File: config.mk
export PLATFORM = sky130hd
export DESIGN_NAME = scl_phase_gen
export DESIGN_NICKNAME = d
export VERILOG_FILES = /design/src/rtl/scl_gen_pkg.sv /design/src/rtl/scl_tick_div.sv /design/src/rtl/scl_line_sync.sv /design/src/rtl/scl_lowphase_ctl.sv /design/src/rtl/scl_phase_gen.sv
export SDC_FILE = /design/constraint.sdc
export NUM_CORES = 1
export LEC_CHECK = 0
export CAP_MARGIN = 15
export CORE_MARGIN = 8
export CORE_UTILIZATION = 35
export DETAILED_ROUTE_END_ITERATION = 8
export GPL_TIMING_DRIVEN = 1
export PLACE_DENSITY = 0.59
export SKIP_LAST_GASP = 1
export SLEW_MARGIN = 20
export SYNTH_ARGS = -nofsm -noshare
export SYNTH_HDL_FRONTEND = slang
export SYNTH_SLANG_ARGS = --single-unit
export TNS_END_PERCENT = 5
File: constraint.sdc
create_clock -name clk -period 2.4 [get_ports clk]
set_clock_uncertainty 0.05 [all_clocks]
set_input_delay 0.48 -clock clk [delete_from_list [all_inputs] [get_ports clk]]
set_output_delay 0.48 -clock clk [all_outputs]
set_load 0.02 [all_outputs]
File: src/rtl/scl_gen_pkg.sv
package scl_gen_pkg;
  localparam int PRESC_W = 4;
  localparam int PER_W   = 8;
  localparam int DLY_W   = 4;
  localparam int RSV_W   = 4;
  localparam int DCNT_W  = DLY_W + 1;

  typedef enum logic [1:0] {
    PH_OFF     = 2'd0,
    PH_LOW     = 2'd1,
    PH_WAIT_HI = 2'd2,
    PH_HIGH    = 2'd3
  } phase_e;

  typedef enum logic {
    SUB_HOLD  = 1'b0,
    SUB_SETUP = 1'b1
  } lowsub_e;

  // Member order reproduces the bit layout of the timing word, MSB first.
  typedef struct packed {
    logic [PRESC_W-1:0] presc;
    logic [RSV_W-1:0]   rsvd;
    logic [DLY_W-1:0]   setup_len;
    logic [DLY_W-1:0]   hold_len;
    logic [PER_W-1:0]   high_len;
    logic [PER_W-1:0]   low_len;
  } timing_t;
endpackage

File: src/rtl/scl_tick_div.sv
module scl_tick_div #(
  parameter int W = 4
) (
  input  logic         clk,
  input  logic         rst_n,
  input  logic         restart,
  input  logic [W-1:0] div,
  output logic         tick,
  output logic         phase0
);
  logic [W-1:0] cnt_q, cnt_d;

  assign tick   = (cnt_q == div);
  assign phase0 = (cnt_q == '0);

  always_comb begin
    if (restart || tick) cnt_d = '0;
    else                 cnt_d = cnt_q + 1'b1;
  end

  always_ff @(posedge clk or negedge rst_n) begin
    if (!rst_n) cnt_q <= '0;
    else        cnt_q <= cnt_d;
  end

  // a tick on a divider above zero is never followed straight by another
  p_tick_gap_r9: assert property (@(posedge clk) disable iff (!rst_n)
    (tick && (div != '0) && !restart) |=> (!tick || div == '0));
endmodule

File: src/rtl/scl_line_sync.sv
module scl_line_sync #(
  parameter int STAGES = 2
) (
  input  logic clk,
  input  logic rst_n,
  input  logic force_low,
  input  logic din,
  output logic dout
);
  logic [STAGES-1:0] sr_q, sr_d;

  generate
    if (STAGES == 1) begin : g_single
      always_comb sr_d = force_low ? 1'b0 : din;
    end else begin : g_chain
      always_comb sr_d = force_low ? '0 : {sr_q[STAGES-2:0], din};
    end
  endgenerate

  always_ff @(posedge clk or negedge rst_n) begin
    if (!rst_n) sr_q <= '0;
    else        sr_q <= sr_d;
  end

  assign dout = sr_q[STAGES-1];
endmodule

File: src/rtl/scl_lowphase_ctl.sv
module scl_lowphase_ctl
  import scl_gen_pkg::*;
(
  input  logic             clk,
  input  logic             rst_n,
  input  logic             active,
  input  logic             tick,
  input  logic             phase0,
  input  logic [DLY_W-1:0] hold_len,
  input  logic [DLY_W-1:0] setup_len,
  output logic             sda_go,
  output logic             setup_met
);
  lowsub_e             sub_q, sub_d;
  logic [DCNT_W-1:0]   dcnt_q, dcnt_d;

  assign sda_go = active && (sub_q == SUB_HOLD) && phase0 &&
                  (dcnt_q == {1'b0, hold_len});

  // A zero setup count is met in the cycle the hold ends if a tick lands there.
  assign setup_met = active &&
                     (((sub_q == SUB_SETUP) && (dcnt_q >= {1'b0, setup_len})) ||
                      (sda_go && (setup_len == '0)));

  always_comb begin
    sub_d  = sub_q;
    dcnt_d = dcnt_q;
    if (!active) begin
      sub_d  = SUB_HOLD;
      dcnt_d = '0;
    end else if (sda_go) begin
      sub_d  = SUB_SETUP;
      dcnt_d = tick ? DCNT_W'(1) : '0;
    end else if (tick && (dcnt_q != '1)) begin
      dcnt_d = dcnt_q + 1'b1;
    end
  end

  always_ff @(posedge clk or negedge rst_n) begin
    if (!rst_n) begin
      sub_q  <= SUB_HOLD;
      dcnt_q <= '0;
    end else begin
      sub_q  <= sub_d;
      dcnt_q <= dcnt_d;
    end
  end

  // the SDA strobe never repeats on the following cycle
  p_sda_once_r2: assert property (@(posedge clk) disable iff (!rst_n)
    sda_go |=> !sda_go);
endmodule

File: src/rtl/scl_phase_gen.sv
module scl_phase_gen
  import scl_gen_pkg::*;
#(
  parameter int SYNC_STAGES = 2
) (
  input  logic        clk,
  input  logic        rst_n,
  input  logic        enable,
  input  logic [31:0] timing_word,
  input  logic        scl_in,
  output logic        scl_drive_low,
  output logic        sda_change,
  output logic        scl_rise_ok
);
  timing_t            tw;
  phase_e             state_q, state_d;
  logic [PER_W-1:0]   tcnt_q, tcnt_d;
  logic               tick, phase0, restart, line_hi, setup_met, in_low;

  assign tw      = timing_t'(timing_word);
  assign in_low  = enable && (state_q == PH_LOW);
  assign restart = (state_d != state_q);

  scl_tick_div #(.W(PRESC_W)) u_div (
    .clk(clk), .rst_n(rst_n), .restart(restart), .div(tw.presc),
    .tick(tick), .phase0(phase0));

  scl_line_sync #(.STAGES(SYNC_STAGES)) u_sync (
    .clk(clk), .rst_n(rst_n), .force_low(scl_drive_low), .din(scl_in),
    .dout(line_hi));

  scl_lowphase_ctl u_lowctl (
    .clk(clk), .rst_n(rst_n), .active(in_low), .tick(tick), .phase0(phase0),
    .hold_len(tw.hold_len), .setup_len(tw.setup_len),
    .sda_go(sda_change), .setup_met(setup_met));

  assign scl_rise_ok = in_low && tick && (tcnt_q >= tw.low_len) && setup_met;

  always_comb begin
    state_d = state_q;
    if (!enable) begin
      state_d = PH_OFF;
    end else begin
      unique case (state_q)
        PH_OFF:     state_d = PH_LOW;
        PH_LOW:     if (scl_rise_ok) state_d = PH_WAIT_HI;
        PH_WAIT_HI: if (line_hi) state_d = PH_HIGH;
        PH_HIGH:    if (tick && (tcnt_q >= tw.high_len)) state_d = PH_LOW;
        default:    state_d = PH_OFF;
      endcase
    end
  end

  always_comb begin
    if (restart)                     tcnt_d = '0;
    else if (tick && tcnt_q != '1)   tcnt_d = tcnt_q + 1'b1;
    else                             tcnt_d = tcnt_q;
  end

  always_ff @(posedge clk or negedge rst_n) begin
    if (!rst_n) begin
      state_q <= PH_OFF;
      tcnt_q  <= '0;
    end else begin
      state_q <= state_d;
      tcnt_q  <= tcnt_d;
    end
  end

  assign scl_drive_low = (state_q == PH_LOW);

  // a cleared enable releases SCL on the next cycle
  p_off_released_r1: assert property (@(posedge clk) disable iff (!rst_n)
    !enable |=> !scl_drive_low);

  // SCL is let go only after a release strobe or a disable
  p_fall_cause_r5: assert property (@(posedge clk) disable iff (!rst_n)
    $fell(scl_drive_low) |-> ($past(scl_rise_ok) || !$past(enable)));

  // no new low phase while the line has not been seen high
  p_stretch_wait_r7: assert property (@(posedge clk) disable iff (!rst_n)
    (enable && state_q == PH_WAIT_HI && !line_hi) |=> !scl_drive_low);

  // the SDA strobe only appears while SCL is driven low
  p_sda_in_low_r2: assert property (@(posedge clk) disable iff (!rst_n)
    sda_change |-> scl_drive_low);
endmodule

; ---- Word-level counts from Yosys, hierarchy flattened
; Index checks and enable logic that the tools add are counted.
[word_totals]
in_bits = 36
output_inout_bits = 3
regBits = 22
elab_cells = 57
[classes]
addsub = 3
magnitude_cmp = 3
n_bitwise = 1
n_eq_ne = 10
n_reduce_logical = 19
mux = 15
[op_table]
columns = cell, n
row1 = >= comparator 8 bit, 2
row2 = 2-to-1 mux 8 bit, 2
row3 = 2-to-1 mux 5 bit, 3
row4 = logical AND 1 bit, 13
row5 = 2-to-1 mux 2 bit, 5
row6 = "adder 8 x 1 -> 8 bit, second input constant", 1
row7 = zero test 4 bit, 2
row8 = "!= test 8 bit, second input constant", 1
row9 = case mux 2 bit (4 select lines), 1
row10 = "adder 5 x 1 -> 5 bit, second input constant", 1
row11 = equality test 5 x 4 -> 1 bit, 1
row12 = >= comparator 5 x 4 -> 1 bit, 1
row13 = "!= test 5 bit, second input constant", 1
row14 = "adder 4 x 1 -> 4 bit, second input constant", 1
row15 = "equality test 2 bit, second input constant", 2
row16 = equality test 4 bit, 1
row17 = 2-to-1 mux 4 bit, 1
row18 = 2-to-1 mux 1 bit, 3
row19 = "!= test 3 x 1 -> 1 bit, second input constant", 1
row20 = "equality test 2 x 1 -> 1 bit, second input constant", 1
row21 = zero test 2 bit, 1
row22 = logical OR 1 bit, 2
row23 = "!= test 2 x 1 -> 1 bit, second input constant", 1
row24 = != test 2 bit, 1
row25 = 2 further kinds, 2

; ---- Logic depth before layout (Yosys ltp)
[depth]
word_depth = 15
depth_mapped = 8
ltp_nobuf = 7

; ---- Hierarchy
; From an unflattened synthesis, not the netlist that was laid out.
[unflattened]
cells_unflattened = 192
area_unflattened_um2 = 1778.0
[by_module_without_submodules]
columns = mod, area_per_inst_um2, cells_per_inst, seq_area_each_um2, instances
row1 = scl_phase_gen, 967.2, 110, 250.2, 1
row2 = scl_lowphase_ctl, 506.7, 57, 150.1, 1
row3 = scl_tick_div, 241.5, 21, 100.1, 1
row4 = scl_line_sync, 62.6, 4, 50.0, 1

; ---- Worst setup path before layout
; OpenSTA, ideal clock, no wires.
[synth_timing]
path_kind = input to output
from = in timing_word[6]
to = out scl_rise_ok
required_ns = 1.870
path_slack_ns = 0.219
t_arrival_ns = 1.651
path_buffers = 1
cell_stages = 7
path_cell_list = inv_1 -> ha_1 -> and3_1 -> nand2_1 -> o31a_1 -> a211oi_2 -> buf_6
[synth_between]
elab_chain_cells = 3
[synth_rtl]
columns = element, line_no
row1 = "start, declared", scl_phase_gen.sv:9  ; input logic [31:0] timing_word,
row2 = >= comparator 8 bit, scl_phase_gen.sv:37  ; assign scl_rise_ok = in_low && tick && (tcnt_q >= tw.low_len) && setup_met;
row3 = logical AND 1 bit (2 in series), scl_phase_gen.sv:37
row4 = "end, declared", scl_phase_gen.sv:13  ; output logic scl_rise_ok
; No other way between the ends.

; ---- Worst setup path in the final report
[layout_timing]
from = in timing_word[0]
to = out scl_rise_ok
; Same word-level chain as after synthesis.

==> summary.md <==
| Metric | Value |
|---|---|
| Number of top-level pins | `39` |
| Count of final max-slew check failures | `0` |
| Detailed-route vias per instance | `between 4 and 5` |
| Clock period minus worst slack | `2.42 ns` |
| Gate count of the mapped netlist | `187` |
| FILL cells | `approximately 470` |
| Flip-flop and latch count after synthesis | `22` |
| Slack of the critical path | `-0.0212 ns` |
| Post-Place Cell Area | `roughly 0.0024 mm^2` |
| Max-cap violations | `0` |
| GP Congestion | `~0.80` |
| Multi-input combinational cell area | `between 0.001 and 0.0015 mm^2` |
| Clock Path Buffers | `2` |
| Required time of the worst setup path | `1.87 ns` |
| Estimated wirelength of the detail-placed design | `roughly 3300 um` |
| Uppermost signal routing layer after detailed routing | `met4` |
| Fin cells | `between 300 and 400` |
| Master cell of the clock root buffer | `sky130_fd_sc_hd__clkbuf_8` |
| Mean routed wirelength per cell | `13.1 um` |
| Arrival time at the worst endpoint | `1.89 ns` |
| TritonCTS buffer count | `3` |
| Metal2 WL | `approximately 1900 um` |
| Net count, final | `315` |
| Die Outline Area | `between 0.007 and 0.008 mm^2` |
| Area taken by flip-flops and latches | `551 um^2` |
| Worst IR Drop VDD | `~0.23 mV` |
| Type of the setup path with the least slack | `input port to output port` |
| Detailed-router iteration count before antenna repair | `4` |
| Number of sinks on the clock net | `22` |
| Top fanout value on the critical path | `2` |
| Final Total Pwr | `around 0.0010 W` |
| Hold Violations, Final | `0` |
| Number of global-route vias before repair | `between 1500 and 2000` |
| Count of hold buffers inserted by post-cts repair | `0` |
| Count of warnings emitted by yosys | `0` |
| Clock transition time at the flip-flop clock pins of the worst setup and hold paths | `approximately 0.080 ns` |
| Max Fclk | `approximately 410 MHz` |
| Layout overhead on the synthesized area | `46.8%` |
| Launching element type of the critical path | `input port` |
| Result of the run | `finished, violations left` |
| Clock latency on the worst-skew pair | `0.26 ns` |
| Synth Cell Area | `approximately 0.0018 mm^2` |
| Die width | `between 80 and 90 um` |
| Leading cell type in the layout, fill and taps excluded | `sky130_fd_sc_hd__buf_4` |
| EDFF count, synth | `0` |
| Final worst path period share | `1.01` |
| Power density cells | `approximately 410 mW/mm^2` |
| Slew at the pin with the worst max-slew slack | `around 0.44 ns` |
| Routed vias | `roughly 1500` |
| Routed length on met1 | `roughly 2000 um` |
| Num rows | `25` |
| TritonCTS clock tree | `built` |
| Synth cell types | `39` |
| Leakage power total | `roughly 1.3 nW` |
| Remaining max-slew budget at the tightest pin | `0.698` |
| Starting density of the core | `0.367` |
| Synthesized Nets | `between 200 and 250` |
| Final-layout worst hold slack | `between 0.4 and 0.5 ns` |
| Wire length of the first global-routing pass | `6890 um` |
| Core area | `around 0.0048 mm^2` |
| Post-detailed-route count of antenna-violating nets | `0` |
| IO Port Bufs | `34` |
| Initial antenna violation count | `0` |
| Total DRC errors in the routed layout | `0` |
| Type of destination of the critical path | `output port` |
| Sum of routed wire length over all layers | `between 4000 and 5000 um` |
| Routed length on met3 | `about 240 um` |
| Die height | `86.8 um` |
| Async set or reset register ratio after synthesis | `1.00` |
| Setup repair after global routing missed its margin | `yes` |
| Final count of negative-setup-slack endpoints | `1` |
| Worst hold path type | `flop to flop` |
| Overall Global Routing Usage | `0.112` |
| Proportion of layout cells with a drive suffix above 1 | `0.233` |
| Post-Place Cells | `about 320` |
| Part of the Yosys area used for sequential elements | `0.314` |
| Clock H-tree levels | `1` |
| Violations in the final reports | `negative setup slack` |
| Most used flip-flop cell after synthesis | `sky130_fd_sc_hd__dfrtp_1` |
| Leading cell types in the layout, fill and taps excluded | `sky130_fd_sc_hd__buf_4, sky130_fd_sc_hd__inv_1, sky130_fd_sc_hd__dfrtp_1` |
| Total congestion overflow | `0` |
| ANT cells | `0` |
| Pin count of the biggest net entering global routing | `23` |
| Mean cell area of the mapped netlist | `approximately 9.4 um^2` |
| Cell area after layout | `about 0.0026 mm^2` |
| DR iter-0 viols | `56` |
[report_power, final]
part | switching [W] | internal, W
combinational | 0.000132 | 0.000161
sequential | 0.0000177 | 0.000389
clock | 0.000124 | 0.000223
[synthesized netlist by cell type (3+ instances only)]
cell / n / area (um^2)
sky130_fd_sc_hd__a21o_1: 3 / 22.5
sky130_fd_sc_hd__and2_1: 4 / 25.0
sky130_fd_sc_hd__and3_1: 4 / 25.0
sky130_fd_sc_hd__and4_1: 3 / 26.3
sky130_fd_sc_hd__dfrtp_1: 22 / 551
sky130_fd_sc_hd__ha_1: 25 / 313
sky130_fd_sc_hd__inv_1: 26 / 97.6
sky130_fd_sc_hd__mux2i_1: 3 / 30.0
sky130_fd_sc_hd__nand2_1: 3 / 11.3
sky130_fd_sc_hd__nand2b_1: 6 / 37.5
sky130_fd_sc_hd__nand3_1: 6 / 30.0
sky130_fd_sc_hd__nand3b_1: 3 / 22.5
sky130_fd_sc_hd__nand4_1: 5 / 31.3
sky130_fd_sc_hd__nor2_1: 14 / 52.6
sky130_fd_sc_hd__nor3_1: 6 / 30.0
sky130_fd_sc_hd__nor3_2: 3 / 30.0
sky130_fd_sc_hd__nor4_1: 3 / 18.8
sky130_fd_sc_hd__o21a_1: 3 / 22.5
sky130_fd_sc_hd__o21ai_0: 5 / 25.0
sky130_fd_sc_hd__xnor2_1: 5 / 43.8
sky130_fd_sc_hd__xor2_1: 14 / 123
[per-layer routing]
| metal | global-route usage | up-vias |
|---|---|---|
| li1 | - | 785 |
| met3 | 0.0274 | 4 |
| met4 | 0.0344 | 0 |
| met5 | 0 | - |
| met2 | 0.189 | 37 |
| met1 | 0.135 | 698 |
[kinds of logic after synthesis]
| family | after synthesis | synth area share |
|---|---|---|
| simple gates | 66 | 0.227 |
| buf+inv | 28 | 0.0685 |
| fa+ha+maj | 25 | 0.178 |
| compound gates | 24 | 0.101 |
| flops | 22 | 0.314 |
| xor+xnor | 19 | 0.0949 |
| mux | 3 | 0.0171 |
[worst paths after layout]
path | from | endpoint | slack (ns) | cells past startpoint
worst max-delay path | timing_word[0] | scl_rise_ok | -0.02 | 7
worst min-delay path | u_sync.sr_q[0]$_DFF_PN0_ | u_sync.sr_q[1]$_DFF_PN0_ | 0.40 | 1
worst max register to register | tcnt_q[0]$_DFFE_PN0P_ | tcnt_q[0]$_DFFE_PN0P_ | 0.21 | 8
worst min register to register | u_sync.sr_q[0]$_DFF_PN0_ | u_sync.sr_q[1]$_DFF_PN0_ | 0.40 | 1
max in group asynchronous | rst_n | tcnt_q[1]$_DFFE_PN0P_ | 1.57 | 2
min in group asynchronous | rst_n | state_q[1]$_DFF_PN0_ | 0.51 | 2
[worst max-delay path: stages]
cell and delay [ns]:
sky130_fd_sc_hd__clkdlybuf4s15_1 0.21, sky130_fd_sc_hd__ha_4 0.25, sky130_fd_sc_hd__nand2b_4 0.14, sky130_fd_sc_hd__a2111oi_4 0.35, sky130_fd_sc_hd__o31a_1 0.24, sky130_fd_sc_hd__a211oi_2 0.06, sky130_fd_sc_hd__buf_4 0.16
[registers in the layout, indices dropped and copies added, names as in the netlist]
signal,cells
state_q,2
u_sync.sr_q,2
u_div.cnt_q,4
u_lowctl.dcnt_q,5
u_lowctl.sub_q,1
tcnt_q,8
[what timing repair did]
item	in CTS	in global routing
hold endpoints to repair	0	0
resized for setup	34	12
setup buffers	0	1
pin swaps	14	9
setup endpoints to repair	11	3
cloned	0	0
[per-stage QoR]
| step | util | worst slack, ns | TNS [ns] |
|---|---|---|---|
| after floorplan | - | 0.219 | 0 |
| after global placement | 0.498 | -0.872 | -4.10 |
| after detailed placement | 0.498 | -0.875 | -4.27 |
| after CTS | 0.523 | -0.103 | -0.142 |
| after global routing | 0.538 | -0.100 | -0.133 |
| final | 0.538 | -0.0212 | -0.0212 |
[cell type report]
class | count | share of cell area
Tap cell | 67 | 0.0326
Inverter | 26 | 0.0379
Sequential cell | 22 | 0.214
Timing Repair Buffer | 64 | 0.218
Clock buffer | 3 | 0.0160
Multi-Input combinational cell | 137 | 0.470
Clock inverter | 1 | 0.0117
Power figures use the tool's default switching activity.
